--- src/rtl/sdio_fc_pkg.sv ---
package sdio_fc_pkg;
  localparam int CTRL_W       = 4;
  localparam int CTRL_EN      = 0;
  localparam int CTRL_ARM     = 1;
  localparam int CTRL_AUTO_TX = 2;
  localparam int CTRL_HSYNC   = 3;
  localparam logic [CTRL_W-1:0] CTRL_RST = 4'h7;

  localparam int FLUSH_RX_BIT = 0;
  localparam int FLUSH_TX_BIT = 1;
  localparam int NUM_BUF      = 2;
  localparam int CRC_CLR_BIT  = 12;

  typedef enum logic [1:0] {
    SEL_FLUSH = 2'd0,
    SEL_CTRL  = 2'd1,
    SEL_CLR   = 2'd2
  } reg_sel_e;
endpackage

--- src/rtl/sdio_fc_ctrl_reg.sv ---
module sdio_fc_ctrl_reg
  import sdio_fc_pkg::*;
(
  input  logic              clk_i,
  input  logic              rst_ni,
  input  logic              wr_i,
  input  logic [CTRL_W-1:0] wdata_i,
  input  logic              crc_err_i,
  output logic [CTRL_W-1:0] ctrl_o
);
  logic [CTRL_W-1:0] ctrl_q;

  // hardware clear of enable overrides a same-cycle firmware write
  always_ff @(posedge clk_i or negedge rst_ni) begin
    if (!rst_ni) begin
      ctrl_q <= CTRL_RST;
    end else begin
      if (wr_i) ctrl_q <= wdata_i;
      if (crc_err_i) ctrl_q[CTRL_EN] <= 1'b0;
    end
  end

  assign ctrl_o = ctrl_q;

  AST_EN_CLEARED: assert property (@(posedge clk_i) disable iff (!rst_ni)
    crc_err_i |=> !ctrl_o[CTRL_EN]);

  AST_HSYNC_HELD: assert property (@(posedge clk_i) disable iff (!rst_ni)
    !wr_i |=> $stable(ctrl_o[CTRL_HSYNC]));
endmodule

--- src/rtl/sdio_fc_crc_busy.sv ---
module sdio_fc_crc_busy (
  input  logic clk_i,
  input  logic rst_ni,
  input  logic crc_err_i,
  input  logic en_i,
  input  logic arm_i,
  input  logic en_wr_one_i,
  input  logic flag_clr_i,
  output logic busy_o,
  output logic flag_o
);
  logic busy_q, flag_q;

  always_ff @(posedge clk_i or negedge rst_ni) begin
    if (!rst_ni) begin
      busy_q <= 1'b0;
    end else if (crc_err_i && en_i && arm_i) begin
      busy_q <= 1'b1;
    end else if (en_wr_one_i && !crc_err_i) begin
      busy_q <= 1'b0;
    end
  end

  // set wins over a same-cycle clear
  always_ff @(posedge clk_i or negedge rst_ni) begin
    if (!rst_ni) begin
      flag_q <= 1'b0;
    end else if (crc_err_i) begin
      flag_q <= 1'b1;
    end else if (flag_clr_i) begin
      flag_q <= 1'b0;
    end
  end

  assign busy_o = busy_q;
  assign flag_o = flag_q;

  AST_BUSY_CAUSE: assert property (@(posedge clk_i) disable iff (!rst_ni)
    $rose(busy_o) |-> $past(crc_err_i && en_i && arm_i));

  AST_BUSY_RELEASE: assert property (@(posedge clk_i) disable iff (!rst_ni)
    $fell(busy_o) |-> $past(en_wr_one_i && !crc_err_i));

  AST_FLAG_SET: assert property (@(posedge clk_i) disable iff (!rst_ni)
    crc_err_i |=> flag_o);

  AST_FLAG_STICKY: assert property (@(posedge clk_i) disable iff (!rst_ni)
    $fell(flag_o) |-> $past(flag_clr_i));
endmodule

--- src/rtl/sdio_fc_flush_gen.sv ---
module sdio_fc_flush_gen #(
  parameter int NBUF = 2
) (
  input  logic            clk_i,
  input  logic            rst_ni,
  input  logic [NBUF-1:0] fw_req_i,
  input  logic [NBUF-1:0] hw_req_i,
  output logic [NBUF-1:0] pulse_o
);
  for (genvar i = 0; i < NBUF; i++) begin : g_buf
    logic pulse_q;
    // coincident requests merge into one pulse
    always_ff @(posedge clk_i or negedge rst_ni) begin
      if (!rst_ni) pulse_q <= 1'b0;
      else         pulse_q <= fw_req_i[i] | hw_req_i[i];
    end
    assign pulse_o[i] = pulse_q;
  end
endmodule

--- src/rtl/sdio_flush_crc_ctrl.sv ---
module sdio_flush_crc_ctrl
  import sdio_fc_pkg::*;
#(
  parameter int DATA_W = 16
) (
  input  logic              clk_i,
  input  logic              rst_ni,
  input  logic              reg_wr_i,
  input  logic [1:0]        reg_sel_i,
  input  logic [DATA_W-1:0] reg_wdata_i,
  input  logic              crc_err_i,
  input  logic              ack_i,
  input  logic              nack_i,
  output logic              rx_flush_o,
  output logic              tx_flush_o,
  output logic              busy_o,
  output logic              crc_irq_o,
  output logic [3:0]        ctrl_o
);
  localparam int MIN_W = CRC_CLR_BIT + 1;

  if (DATA_W < MIN_W) begin : g_bad_width
    initial $error("DATA_W too small");
  end

  logic              wr_flush, wr_ctrl, wr_clr;
  logic [CTRL_W-1:0] ctrl;
  logic [NUM_BUF-1:0] fw_req, hw_req, pulses;
  logic              retry_done;
  logic              wdata_unused;

  assign wr_flush   = reg_wr_i && (reg_sel_i == SEL_FLUSH);
  assign wr_ctrl    = reg_wr_i && (reg_sel_i == SEL_CTRL);
  assign wr_clr     = reg_wr_i && (reg_sel_i == SEL_CLR);
  assign retry_done = ack_i | nack_i;
  assign wdata_unused = ^reg_wdata_i;

  always_comb begin
    fw_req = '0;
    hw_req = '0;
    fw_req[FLUSH_RX_BIT] = wr_flush && reg_wdata_i[FLUSH_RX_BIT];
    fw_req[FLUSH_TX_BIT] = wr_flush && reg_wdata_i[FLUSH_TX_BIT];
    hw_req[FLUSH_TX_BIT] = ctrl[CTRL_AUTO_TX] && retry_done;
  end

  sdio_fc_ctrl_reg u_ctrl (
    .clk_i     (clk_i),
    .rst_ni    (rst_ni),
    .wr_i      (wr_ctrl),
    .wdata_i   (reg_wdata_i[CTRL_W-1:0]),
    .crc_err_i (crc_err_i),
    .ctrl_o    (ctrl)
  );

  sdio_fc_crc_busy u_busy (
    .clk_i       (clk_i),
    .rst_ni      (rst_ni),
    .crc_err_i   (crc_err_i),
    .en_i        (ctrl[CTRL_EN]),
    .arm_i       (ctrl[CTRL_ARM]),
    .en_wr_one_i (wr_ctrl && reg_wdata_i[CTRL_EN]),
    .flag_clr_i  (wr_clr && reg_wdata_i[CRC_CLR_BIT]),
    .busy_o      (busy_o),
    .flag_o      (crc_irq_o)
  );

  sdio_fc_flush_gen #(.NBUF(NUM_BUF)) u_flush (
    .clk_i    (clk_i),
    .rst_ni   (rst_ni),
    .fw_req_i (fw_req),
    .hw_req_i (hw_req),
    .pulse_o  (pulses)
  );

  assign rx_flush_o = pulses[FLUSH_RX_BIT];
  assign tx_flush_o = pulses[FLUSH_TX_BIT];
  assign ctrl_o     = ctrl;

  AST_RX_FLUSH_SRC: assert property (@(posedge clk_i) disable iff (!rst_ni)
    rx_flush_o |-> $past(reg_wr_i && reg_sel_i == SEL_FLUSH && reg_wdata_i[0]));

  AST_TX_AUTO: assert property (@(posedge clk_i) disable iff (!rst_ni)
    (retry_done && ctrl_o[2]) |=> tx_flush_o);

  AST_TX_SRC: assert property (@(posedge clk_i) disable iff (!rst_ni)
    tx_flush_o |-> $past((reg_wr_i && reg_sel_i == SEL_FLUSH && reg_wdata_i[1]) ||
                         (ctrl_o[2] && (ack_i || nack_i))));
endmodule

--- config.mk ---
export PLATFORM = sky130hd
export DESIGN_NAME = sdio_flush_crc_ctrl
export DESIGN_NICKNAME = d
export VERILOG_FILES = /design/src/rtl/sdio_fc_pkg.sv /design/src/rtl/sdio_fc_ctrl_reg.sv /design/src/rtl/sdio_fc_crc_busy.sv /design/src/rtl/sdio_fc_flush_gen.sv /design/src/rtl/sdio_flush_crc_ctrl.sv
export SDC_FILE = /design/constraint.sdc
export NUM_CORES = 1
export LEC_CHECK = 0
export BUFFER_PORTS_ARGS = -buffer_cell sky130_fd_sc_hd__buf_2
export CORE_AREA = 2 2 39 41
export CTS_CLUSTER_SIZE = 12
export DETAILED_ROUTE_END_ITERATION = 6
export DIE_AREA = 0 0 41 43
export PLACE_DENSITY = 0.69
export SKIP_CTS_REPAIR_TIMING = 1
export SYNTH_ARGS = -nofsm -noshare
export SYNTH_HDL_FRONTEND = slang
export SYNTH_SLANG_ARGS = --single-unit
export TNS_END_PERCENT = 100
--- constraint.sdc ---
create_clock -name clk_i -period 1.04 [get_ports clk_i]
set_input_delay 0 -clock clk_i [delete_from_list [all_inputs] [get_ports clk_i]]
set_output_delay 0 -clock clk_i [all_outputs]
set_load 0.05 [all_outputs]
---- Word-level counts from Yosys, hierarchy flattened ----
Index checks and enable logic that the tools add are counted.
storage, ports and cells
  flip-flop bits (word level) ............. 8
  bits of input ports ..................... 24
  output and inout port bits .............. 8
  logic and storage cells ................. 32
operators by class
  eq/ne operators ......................... 2
  muxes and demuxes ....................... 6
  bitwise gates (word level) .............. 2
  reduce and logical (&&, ||, !) cells .... 16
operator list
  operator                                        number
  logical AND 1 bit                               11
  2-to-1 mux 1 bit                                6
  nonzero test 2 bit                              3
  == test 2 x 1 -> 1 bit (second input constant)  1
  == test 2 bit (second input constant)           1
  logical NOT 2 bit                               1
  bitwise OR 1 bit                                2
  logical NOT 1 bit                               1

---- Depth between registers and ports, before layout ----
Gate-level depths: netlist of run 1.
  depth in word-level cells ............... 6
  gate-level depth with buffers ........... 3
  mapped depth without buffers ............ 2

---- By module ----
From an unflattened synthesis of run 1, not the netlist that was laid out.
second synthesis, totals
  cell total of the unflattened synthesis .. 30
  area total of the unflattened synthesis .. 376.6 sq um
by module, submodules not included
  module               instances  cells each  area an instance (sq um)  seq. area each (sq um)
  sdio_fc_ctrl_reg     1          9           151.4                     103.8
  sdio_fc_crc_busy     1          8           78.8                      50.0
  sdio_fc_flush_gen    1          6           77.6                      50.0
  sdio_flush_crc_ctrl  1          7           68.8                      0.0

---- Least setup slack after synthesis of run 1 ----
Ideal clock, no wire load.
  path type ............................... register to register
  start ................................... reg u_ctrl.ctrl_o[3] (netlist name)
  end ..................................... reg u_ctrl.ctrl_q[3], in the netlist u_ctrl.ctrl_o[3]
  library setup time ...................... 0.125 ns
  arrival time ............................ 0.869 ns
  setup slack ............................. 0.046 ns
  cell stages (with the launch flop) ...... 2
  cell sequence ........................... dfrtp_1 > mux2_4
RTL lines
  item                    line                    text
  end signal: assignment  sdio_fc_ctrl_reg.sv:18  if (wr_i) ctrl_q <= wdata_i;
  end: declaration        sdio_fc_ctrl_reg.sv:11  logic [CTRL_W-1:0] ctrl_q;

---- Final worst setup path of run 1 ----
  start ................................... reg u_ctrl.ctrl_q[2], in the netlist u_ctrl.ctrl_o[2]
  end ..................................... out ctrl_o[2]
RTL lines
  item              line                       text
  end: declaration  sdio_flush_crc_ctrl.sv:18  output logic [3:0] ctrl_o
No word-level cell between the ends.

==> flow_metrics.tcl, run 1 <==
set metrics [dict create \
    fin_crit_sh_pct 97.4 \
    setup_viol_count_final 0 \
    cp.required_ps 1040 \
    synth_seq_cells 8 \
    critical_path_arrival_ps 1010 \
    ant_nets 0 \
    fin_util_pct 39.5 \
    syn_area_sq_um 372 \
    synth_top_family_by_area "simple AND/OR/NAND/NOR gates" \
    grt_pass1_vias 242 \
    dp_hpwl_um 564 \
    leakagePower_nw 0.269 \
    tightestPinTransition_ps 251 \
    async_flop_share_pct 100 \
    r2r_cells 2 \
    vdd_drop_max_v 0.000700 \
    postSynthCellCount 27 \
    path_cells "clkbuf_4" \
    wl_per_cell_um 10.9 \
    synthFlopType "dfrtp_1" \
    synth_fa_ha_area_share_pct 0 \
    slowest_delay_ps 540 \
    io_pins 32 \
    final_cell_mix "buf_2, clkbuf_4, dfrtp_1, dlygate4sd3_1" \
    cap_viol_max_count 0 \
    crit_buf_inv 1 \
    grt_overflow 0 \
    vias 286 \
    insertion_delay_ps 240 \
    grt_use_total_pct 9.24 \
    worst_clock_skew_ps 0.157 \
    rows 14 \
    slowest_stage "dfstp_2" \
    worst_slew_margin_rel_pct 83.4 \
    syn-num-nets 51 \
    num_antenna_cells 0 \
    synth_xor_area_share_pct 0 \
    yosys.area_share.simple_pct 15.5 \
    multi_input_area_sq_um 138 \
    synthDistinctLibCells 16 \
    drt_first_pass_iters 2 \
    rsz0062_at_grt "no" \
    critPathTopFamily "flip-flops" \
    synth-compound-area-share_pct 6.73 \
    place_inst 61 \
    power.total_w 0.000962 \
    synth_mux_area_share_pct 14.8 \
    antenna_found_initial 0 \
    drive_above_1_share_pct 58.5 \
    drcViolationCount 0 \
    hold_path_class "in -> reg" \
    clk_path_buf_depth 2 \
    die_h_um 43 \
    p_per_area_nw_per_um2 1760 \
    grt_max_degree 9 \
    holdPathStages 3 \
    worstSetupPathType "reg -> out" \
    hp-start "ack_i" \
    cp.depth 1 \
    fin_nets 78 \
    worstReg2RegStart "u_ctrl.ctrl_o[1]" \
    cts.sinks 8 \
    cts_max_level 1 \
    die-area_sq_um 1760 \
    cts-root-buf "clkbuf_4" \
    yosysSeqAreaShare_pct 54.9 \
    crit_path_end_kind "output port" \
    worstPathMaxFanout 3 \
    placed_area_sq_um 473 \
    synth-edff-count 0 \
    violations "negative hold slack" \
    nFillCells 137 \
    final_common_cell "buf_2" \
    grt_pass1_wl_um 1070 \
    globalplace.congestion 0.639 \
    cts_tree "built" \
    stdcell_count 69 \
    regArea_sq_um 204 \
    hold_viol_final 2 \
    fmax_ghz 0.987 \
    critPathLaunch "u_ctrl.ctrl_o[2]" \
    drv_slew 0 \
    core_area_sq_um 1380 \
    fin_hold_ws_ps -11.2 \
    syn_area_per_cell_sq_um 13.8 \
    drt-total-wl_um 750 \
    numPortBuffers 20 \
    final_cell_area_sq_um 547 \
    die_w_um 41 \
    drtIter0Drc 1 \
    startpoint_type "flop" \
    fin_crit_ps 1010 \
    status "finished, violations left" \
    syn_to_final_growth_pct 47.1 \
    cts_buffers 3 \
    start_util_pct 26.9 \
    clk_pin_slew_ps 60 \
    viasPerCell 4.14 \
    yosysWarningCount 0 \
]
## metrics by stage
step | TNS (ps) | setup slack (ps)
finish | 0 | 26.7
CTS | -27.3 | -13.2
floorplan | 0 | 45.7
global placement | 0 | 139
detailed placement | 0 | 125
global route | 0 | 3.95
## layer usage
metal  up-vias  routed length (um)  global-route usage (%)
met5         -                   0                       0
met3         0                  48                    3.14
li1        148                   -                       -
met1       129                 318                    13.7
met2         9                 382                    11.9
met4         0                   0                    4.00
## Yosys cell counts (all sizes together) (2+ instances only)
| cell | count | share of area [%] |
|---|---|---|
| a31oi | 2 | 3.4 |
| buf | 3 | 7.1 |
| dfrtp | 5 | 34 |
| dfstp | 3 | 21 |
| mux2 | 3 | 12 |
| nand2b | 2 | 3.4 |
## cells by family (layout without fill, tap and decap cells)
kind of cell,count (synthesis),count (layout)
simple gates,7,7
mux,4,4
buf+inv,4,30
compound gates,4,4
flops,8,8
## cell type report
type / count / share of cell area [%]
Sequential cell: 8 / 37.3
Timing Repair Buffer: 25 / 28.4
Multi-Input combinational cell: 15 / 25.2
Inverter: 1 / 0.686
Tap cell: 16 / 3.66
Clock buffer: 4 / 4.81
## power breakdown
group | internal, W | switching, W | total [W]
Sequential | 0.000367 | 0.0000233 | 0.000390
Combinational | 0.000112 | 0.000211 | 0.000323
Clock | 0.000147 | 0.000103 | 0.000249
Total | 0.000626 | 0.000336 | 0.000962
## path summary, 6_finish.rpt
check | to | slack [ps]
worst max register to register | u_busy.busy_o | 210
worst min-delay path | u_flush.g_buf[1].pulse_q | -10
worst max-delay path | ctrl_o[2] | 30
worst min register to register | u_ctrl.ctrl_o[0] | 500
max in group asynchronous | u_ctrl.ctrl_o[0] | 670
min in group asynchronous | u_ctrl.ctrl_o[3] | 130
## flip-flops by register name, indices dropped and copies added, names as in the netlist
register               cells
u_ctrl.ctrl_o              4
u_flush.g_buf.pulse_q      2
u_busy.busy_o              1
u_busy.flag_o              1
No activity file was read; power rests on OpenSTA's default activity.
==> inputs of run 2 (changes only) <==
SYNTH_HIERARCHICAL = 1   (was default)
==> run 2 against run 1 <==
  * The flow now finishes without violations
  * Clock skew is 12 ps higher
  * Via count is 10% higher
  * Area after synthesis is 1.3% higher
  * Total power is 7.0% lower
  * Clock power is 2% lower
  * Register-to-register slack better by 40 ps
  * Routed wire length is 1.5% lower
  * Count of clock-buffer cells in the layout stayed put
==> flow_metrics.tcl, run 2 <==
set metrics [dict create \
    vias 316 \
    io_pins 32 \
    die_h_um 43 \
    grt_pass1_wl_um 1100 \
    worst_clock_skew_ps 12.3 \
    drtIter0Drc 1 \
    die-area_sq_um 1760 \
    nFillCells 141 \
    largest_reg_flops 4 \
    grt_overflow 0 \
    fmax_ghz 0.999 \
    clk_path_buf_depth 2 \
    grt_use_total_pct 9.75 \
    synth-edff-count 0 \
    setup_viol_count_final 0 \
    critPathTopFamily "flip-flops" \
    yosysSeqAreaShare_pct 54.2 \
    synth.top_cells.by_count "dfrtp_1, dfstp_2, mux2_2" \
    final_cell_area_sq_um 566 \
    yosysMostFrequentCell "dfrtp_1" \
    clk_pin_slew_ps 50 \
    grt_max_degree 9 \
    cp.required_ps 1040 \
    syn_area_per_cell_sq_um 12.6 \
    viasPerCell 4.33 \
    wl_per_cell_um 10.1 \
    num_antenna_cells 0 \
    synth_top_area_share_pct 33.2 \
    worstPathMaxFanout 3 \
    status "finished, final reports clean" \
    fin_crit_ps 1000 \
    cts-root-buf "clkbuf_4" \
    syn-num-nets 54 \
    slowest_delay_ps 540 \
    path_cells "clkbuf_4" \
    synth_seq_cells 8 \
    crit_buf_inv 1 \
    drive_above_1_share_pct 59.6 \
    core_area_sq_um 1380 \
    fin_nets 82 \
    hold_viol_final 0 \
    die_w_um 41 \
    final_cell_mix "buf_2, dlygate4sd3_1, dfrtp_1, clkbuf_4" \
    multi_input_area_sq_um 150 \
    synthTopCellsByArea "dfrtp_1, dfstp_2, mux2_2, and4bb_2, and4b_2" \
    hold_path_class "in -> reg" \
    drt_first_pass_iters 2 \
    postSynthCellCount 30 \
    drcViolationCount 0 \
    drv_slew 0 \
    critical_path_arrival_ps 1000 \
    fin_crit_sh_pct 96.2 \
    synthDistinctLibCells 16 \
    final_common_cell "buf_2" \
    slowest_stage "dfstp_2" \
    numPortBuffers 20 \
    globalplace.congestion 0.720 \
    p_per_area_nw_per_um2 1580 \
    grt_pass1_vias 288 \
    yosysWarningCount 6 \
    synthFlopType "dfrtp_1" \
    syn_to_final_growth_pct 50.2 \
    start_util_pct 27.2 \
    cts.sinks 8 \
    regArea_sq_um 204 \
    antenna_found_initial 0 \
    drt-total-wl_um 739 \
    cts_max_level 1 \
    rsz0062_at_grt "no" \
    vdd_drop_max_v 0.000635 \
    worstSetupPathType "reg -> out" \
    syn_area_sq_um 377 \
    ant_nets 0 \
    insertion_delay_ps 250 \
    synth_top_area_cell "dfrtp_1" \
    leakagePower_nw 0.279 \
    cts_tree "built" \
    async_flop_share_pct 100 \
    setup_tns_ps 0 \
    startpoint_type "flop" \
    cap_viol_max_count 0 \
    placed_area_sq_um 482 \
    cts_buffers 3 \
    rows 14 \
    crit_path_end_kind "output port" \
]
[run 2: cell count changes in the layout (fill, tap and decap cells not counted), moves of 2 or more]
cell	change
clkbuf_4	-2
mux2_4	-3
a21oi_1	+2
and4b_2	+2
a31oi_1	-2
or2_1	+2
mux2_2	+3
[run 2: final timing paths]
kind,startpoint,to,slack [ps],cells past startpoint
min in group asynchronous,rst_ni,u_busy/flag_o,120,2
min reg2reg,u_ctrl/ctrl_o[3],u_ctrl/ctrl_o[3],510,1
max reg2reg,u_ctrl/ctrl_o[2],u_flush/g_buf[1].pulse_q,250,2
min,ack_i,u_flush/g_buf[1].pulse_q,50,3
max,u_ctrl/ctrl_o[2],ctrl_o[2],40,1
max in group asynchronous,rst_ni,u_ctrl/ctrl_o[0],680,2
[run 2: cell type report]
cell class	instances	share of cell area [%]
clock buffer	4	4.65
timing repair buffer	25	27.9
sequential	8	36.1
tap	16	3.54
inverter	2	1.33
multi-input combinational	18	26.5
[run 2: per-stage QoR]
step | total power, W | cells | worst slack (ps) | hold slack (ps) | utilization (%)
floorplan | 0.000570 | 30 | 51.8 | -296 | -
global placement | 0.000628 | 64 | 160 | -153 | 34.8
detailed placement | 0.000632 | 64 | 144 | -150 | 34.8
CTS | 0.000883 | 68 | -16.9 | -423 | 36.7
global route | 0.000941 | 73 | 13.9 | 64.3 | 40.9
finish | 0.000894 | 73 | 39.1 | 47.0 | 40.9
[run 2: where the power goes]
part,internal (W),switching [W]
logic,0.0000965,0.000175
clock network,0.000146,0.0000991
registers,0.000359,0.0000189
total,0.000601,0.000293
[run 2: cell families after synthesis]
logic type / Yosys count / share of synthesized area (%)
AO/OA/AOI/OAI: 4 / 5.98
other: 1 / 0.996
AND/OR/NAND/NOR: 9 / 21.3
buffers and inverters: 4 / 5.98
multiplexers: 4 / 11.6
flip-flops: 8 / 54.2
[run 2: layer usage]
layer	up-vias	part of all wire, %	GRT usage [%]
li1	157	-	-
met1	147	45	11.3
met2	10	48	13.8
met3	2	5.4	1.57
met4	0	2.3	10.0
met5	-	0	0
